===== src/rtl/dsp_rm_pkg.sv =====
package dsp_rm_pkg;
    localparam int DW       = 16;
    localparam int NREG     = 32;
    localparam int AW       = $clog2(NREG);
    localparam int MODE_BIT = 14;

    localparam logic [AW-1:0] SR_IDX     = AW'(5'h13);
    localparam logic [AW-1:0] ACC_HI0    = AW'(5'h10);
    localparam logic [AW-1:0] ACC_LO0    = AW'(5'h1c);
    localparam logic [AW-1:0] ACC_MID0   = AW'(5'h1e);
    localparam logic [AW-1:0] SHORT_BASE = AW'(5'h18);

    typedef enum logic [1:0] {
        OP_NONE  = 2'd0,
        OP_MOVE  = 2'd1,
        OP_LONG  = 2'd2,
        OP_SHORT = 2'd3
    } op_kind_e;

    typedef struct packed {
        op_kind_e          kind;
        logic [AW-1:0]     dst;
        logic [AW-1:0]     src;
        logic [DW-1:0]     imm;
    } dec_t;

    typedef struct packed {
        logic              we;
        logic [AW-1:0]     addr;
        logic [DW-1:0]     data;
        logic              ext;
        logic              ext_sel;
        logic              sign;
    } wr_t;
endpackage


===== src/rtl/dsp_rm_decode.sv =====
module dsp_rm_decode
    import dsp_rm_pkg::*;
(
    input  logic [DW-1:0] instr,
    input  logic [DW-1:0] ext_word,
    output dec_t          dec
);
    always_comb begin
        dec = '0;
        if (instr[15:10] == 6'b000111) begin
            dec.kind = OP_MOVE;
            dec.dst  = instr[9:5];
            dec.src  = instr[4:0];
        end else if (instr[15:5] == 11'b00000000100) begin
            dec.kind = OP_LONG;
            dec.dst  = instr[4:0];
            dec.imm  = ext_word;
        end else if (instr[15:11] == 5'b00001) begin
            dec.kind = OP_SHORT;
            dec.dst  = SHORT_BASE + AW'(instr[10:8]);
            dec.imm  = {{(DW-8){instr[7]}}, instr[7:0]};
        end
    end
endmodule


===== src/rtl/dsp_rm_acc_ext.sv =====
module dsp_rm_acc_ext
    import dsp_rm_pkg::*;
(
    input  logic          exec_valid,
    input  dec_t          dec,
    input  logic [DW-1:0] src_val,
    input  logic          mode40,
    output wr_t           wr
);
    logic [DW-1:0] val;
    logic          to_mid;

    always_comb begin
        val        = (dec.kind == OP_MOVE) ? src_val : dec.imm;
        to_mid     = (dec.dst == ACC_MID0) || (dec.dst == ACC_MID0 + AW'(1));
        wr         = '0;
        wr.we      = exec_valid && (dec.kind != OP_NONE);
        wr.addr    = dec.dst;
        wr.data    = val;
        wr.ext     = wr.we && mode40 && to_mid;
        wr.ext_sel = dec.dst[0];
        wr.sign    = val[DW-1];
    end
endmodule


===== src/rtl/dsp_rm_regfile.sv =====
module dsp_rm_regfile
    import dsp_rm_pkg::*;
(
    input  logic                     clk,
    input  logic                     rst_n,
    input  wr_t                      wr,
    output logic [NREG-1:0][DW-1:0]  regs
);
    typedef struct packed {
        logic [NREG-1:0][DW-1:0] r;
    } rf_t;

    rf_t rf_d, rf_q;

    always_comb begin
        rf_d = rf_q;
        if (wr.we) begin
            rf_d.r[wr.addr] = wr.data;
        end
        if (wr.ext) begin
            rf_d.r[ACC_HI0 + AW'(wr.ext_sel)] = {DW{wr.sign}};
            rf_d.r[ACC_LO0 + AW'(wr.ext_sel)] = '0;
        end
    end

    always_ff @(posedge clk) begin
        if (!rst_n) rf_q <= '0;
        else        rf_q <= rf_d;
    end

    assign regs = rf_q.r;
endmodule


===== src/rtl/dsp_regmove_unit.sv =====
module dsp_regmove_unit
    import dsp_rm_pkg::*;
(
    input  logic          clk,
    input  logic          rst_n,
    input  logic          exec_valid,
    input  logic [15:0]   instr,
    input  logic [15:0]   ext_word,
    input  logic [4:0]    rd_addr,
    output logic [15:0]   rd_data,
    output logic          illegal
);
    typedef struct packed {
        logic err;
    } top_st_t;

    dec_t                     dec;
    wr_t                      wr;
    logic [NREG-1:0][DW-1:0]  regs;
    logic [DW-1:0]            src_val;
    logic                     mode40;
    top_st_t                  st_d, st_q;

    dsp_rm_decode u_dec (
        .instr    (instr),
        .ext_word (ext_word),
        .dec      (dec)
    );

    assign src_val = regs[dec.src];
    assign mode40  = regs[SR_IDX][MODE_BIT];

    dsp_rm_acc_ext u_ext (
        .exec_valid (exec_valid),
        .dec        (dec),
        .src_val    (src_val),
        .mode40     (mode40),
        .wr         (wr)
    );

    dsp_rm_regfile u_rf (
        .clk   (clk),
        .rst_n (rst_n),
        .wr    (wr),
        .regs  (regs)
    );

    always_comb begin
        st_d     = st_q;
        st_d.err = exec_valid && (dec.kind == OP_NONE);
    end

    always_ff @(posedge clk) begin
        if (!rst_n) st_q <= '0;
        else        st_q <= st_d;
    end

    assign illegal = st_q.err;
    assign rd_data = regs[rd_addr];
endmodule


===== config.mk =====
export PLATFORM = sky130hd
export DESIGN_NAME = dsp_regmove_unit
export DESIGN_NICKNAME = d
export VERILOG_FILES = /design/src/rtl/dsp_rm_pkg.sv /design/src/rtl/dsp_rm_decode.sv /design/src/rtl/dsp_rm_acc_ext.sv /design/src/rtl/dsp_rm_regfile.sv /design/src/rtl/dsp_regmove_unit.sv
export SDC_FILE = /design/constraint.sdc
export NUM_CORES = 1
export LEC_CHECK = 0
export BUFFER_PORTS_ARGS = -buffer_cell sky130_fd_sc_hd__buf_2
export CAP_MARGIN = 20
export CORE_MARGIN = 5
export CORE_UTILIZATION = 67
export DETAILED_ROUTE_END_ITERATION = 10
export PLACE_DENSITY = 0.84
export SLEW_MARGIN = 20
export SYNTH_ARGS = -nofsm -noshare
export SYNTH_HDL_FRONTEND = slang
export SYNTH_SLANG_ARGS = --single-unit

===== constraint.sdc =====
create_clock -name clk -period 8.45 [get_ports clk]
set_input_delay 1.69 -clock clk [delete_from_list [all_inputs] [get_ports clk]]
set_output_delay 1.69 -clock clk [all_outputs]
set_load 0.02 [all_outputs]

==> metrics <==
Die Span X=208 um; CTS Buf Count=52; Area growth syn-to-layout=8.73%; clk sinks=513; die area=43100 sq um; DRC=0; die height=208 um; Post-CTS Resized=0; Max Freq=161 MHz; vias post-DR=24.0k; Pre-antenna DRT Iters=7; Synth area leader=dfxtp_1; vias per cell=7.73; CP max FO=58; PortBufs=56; most frequent cell on the critical path=mux4_2; NetSw=1.21 mW; Slowest-stage cell, CP=clkbuf_8; final setup fails=0; DRT iter0 DRCs=4465; Yosys reg bits=513; post-synthesis sequential area ratio=39.3%; H-tree depth=2; Hold Crit Depth=2; initial antenna violation count=7; Leak=8.86 nW; post-route cell area=28400 sq um; Power Density=182 nW/um^2; DP Cell Count=3006; I/O pin cnt=57; GR Overflow Total=0; Comb pwr share=5.6%; worst-margin pin slew=1.22 ns; maxcap violations=0; Layout Cells excl Fill=3102; CP Class=in -> out; Max clock buf depth=3; total power=5.18 mW; CP required=6.76 ns; Nets=2583; Final Max Slew Viols=0; CP peak stage delay=0.56 ns; total routed wirelength=93100 um; Setup Skew=0.0141 ns; Max-Slew Margin vs Limit=18.3%; Hold Path Sink=u_rf.regs[262]; number of synthesized flops with an enable pin=0; hold_sp=u_rf.regs[262]; total track usage=40.9%; status=completed; Synth cell types=69; RSZ-0062 raised after global routing=false; ANT nets after route=0; Cell Rows=72; CTS tree=done; Core Area=38600 sq um; period utilization=73.5%; Post-Syn Area per Cell=9.81 sq um; postcts setup bufs=0; top cells by area, synth=dfxtp_1 39%, mux4_2 16%, a211oi_1 15%; Clock Power Share=47.6%; global-route wire length before repair=138000 um; Reg clk slew, reported paths=0.06 ns; cells after synthesis=2665; path category of the worst min-delay check=reg -> reg; Final Hold Fails=0; worst skew pair latency=0.61 ns; asr flop ratio synth=0%; Reg power frac=46.8%; TNS Setup=0 ns; Reg2Reg Depth=7; hold_buf cts=0; Cell Chain, Critical Path=clkbuf_8, buf_4, mux4_2, mux4_2, mux2_2, buf_2; fillers=2607; r2r setup slk=5.55 ns; Yosys top cell area share=39.3%; synthesized area=26200 sq um; HPWL after DPL=56900 um; gpl congestion=1.00; layout cell share with drive strength beyond 1=21.8%; reg-to-reg endpoint=u_rf.regs[260]; most used flip-flop cell after synthesis=dfxtp_1; Synth Net Count=2705; Synth Warn #=0; Internal=3.97 mW; crit path capture type=output pin; CP Launch Type=input port; initial core utilization=67.7%; WP data arrival=4.52 ns; Root Buffer=clkbuf_16; switching fraction of total power=23.4%; maximum vdd drop=0.191 mV; largest net degree at the start of global routing=154; Placed Instance Area=26600 sq um; WL/cell=30.0 um; post-route minimum period=6.21 ns; number of global-route vias before repair=22.8k
[cell type report]
class	count	area (sq um)	area share (%)
flip-flops and latches	513	10300	36.1
multi-input cells	1836	14800	51.9
well taps	518	648	2.28
diodes	2	5.00	0.0176
clock buffers	75	1560	5.49
repair buffers	132	897	3.15
inverters	8	37.5	0.132
clock inverters	18	259	0.911
[cells in the final DEF (no fill, tap or decap), types with 25 or more instances in the layout]
master and count:
a221oi_1 31, mux2i_1 52, buf_4 74, a21oi_1 53
a211oi_1 507, mux4_2 185, buf_2 53, nor2_1 530
o211ai_1 34, o21ai_0 36, o22ai_1 25, clkbuf_16 54
mux2_2 88, nand2_1 65, dfxtp_1 513
[cell usage after synthesis, types with 12 or more instances]
master    number
clkbuf_1     225
o22ai_1       25
mux2i_1       52
dfxtp_1      513
a221o_1       16
mux4_2       185
mux2_2        88
nand2_1       65
nor4_1        12
buf_2         54
nor3_1        16
a211oi_1     508
o21ai_0       36
a21oi_1       53
o211ai_1      34
nor2_1       553
buf_1         20
a221oi_1      31
[layer usage]
metal	vias to the layer above	track usage (%)	share of wire, %
li1	9930	-	-
met1	11300	53.1	34
met2	2191	57.1	42
met3	568	17.7	17
met4	12	23.5	7.2
met5	-	0	0.11
[power groups by stage]
stage                     Clock (mW)  Sequential [mW]  Combinational, mW
after floorplan                    0             2.48              0.191
after global placement             0             2.48              0.271
after detailed placement           0             2.48              0.276
after CTS                       2.45             2.42              0.277
after global routing            2.56             2.42              0.296
final                           2.46             2.42              0.291
[worst max-delay path, delay by kind of cell]
family	cells	cell delay, ns
buffers and inverters	3	1.25
multiplexers	3	1.42
[cells by family (layout without fill, tap and decap cells)]
kind of cell | count (synthesis) | count (layout) | share of synthesized area [%]
compound gates | 794 | 794 | 22.7
simple gates | 717 | 717 | 11.4
flops | 513 | 513 | 39.3
mux | 325 | 325 | 21.7
buf+inv | 316 | 233 | 4.95
other cells | 0 | 2 | 0
[how the worst max path moves through the flow]
stage                          start           to  slack [ns]  cells past startpoint
after global placement    rd_addr[0]   rd_data[6]        2.30                      6
final                     rd_addr[0]   rd_data[6]        2.24                      6
after detailed placement  rd_addr[0]   rd_data[6]        2.26                      6
after CTS                 rd_addr[0]   rd_data[6]        2.26                      6
after global routing      rd_addr[0]   rd_data[6]        2.11                      6
after floorplan           rd_addr[0]  rd_data[13]        2.69                      5
[per-stage QoR]
step / hold WS (ns) / utilization (%) / worst slack, ns
after global placement: 0.475 / 68.8 / 2.30
final: 0.506 / 73.6 / 2.24
after detailed placement: 0.488 / 68.8 / 2.26
after global routing: 0.527 / 73.6 / 2.11
after floorplan: 0.460 / - / 2.69
after CTS: 0.508 / 73.5 / 2.26
Note: power is estimated with default switching activity, not from simulation.
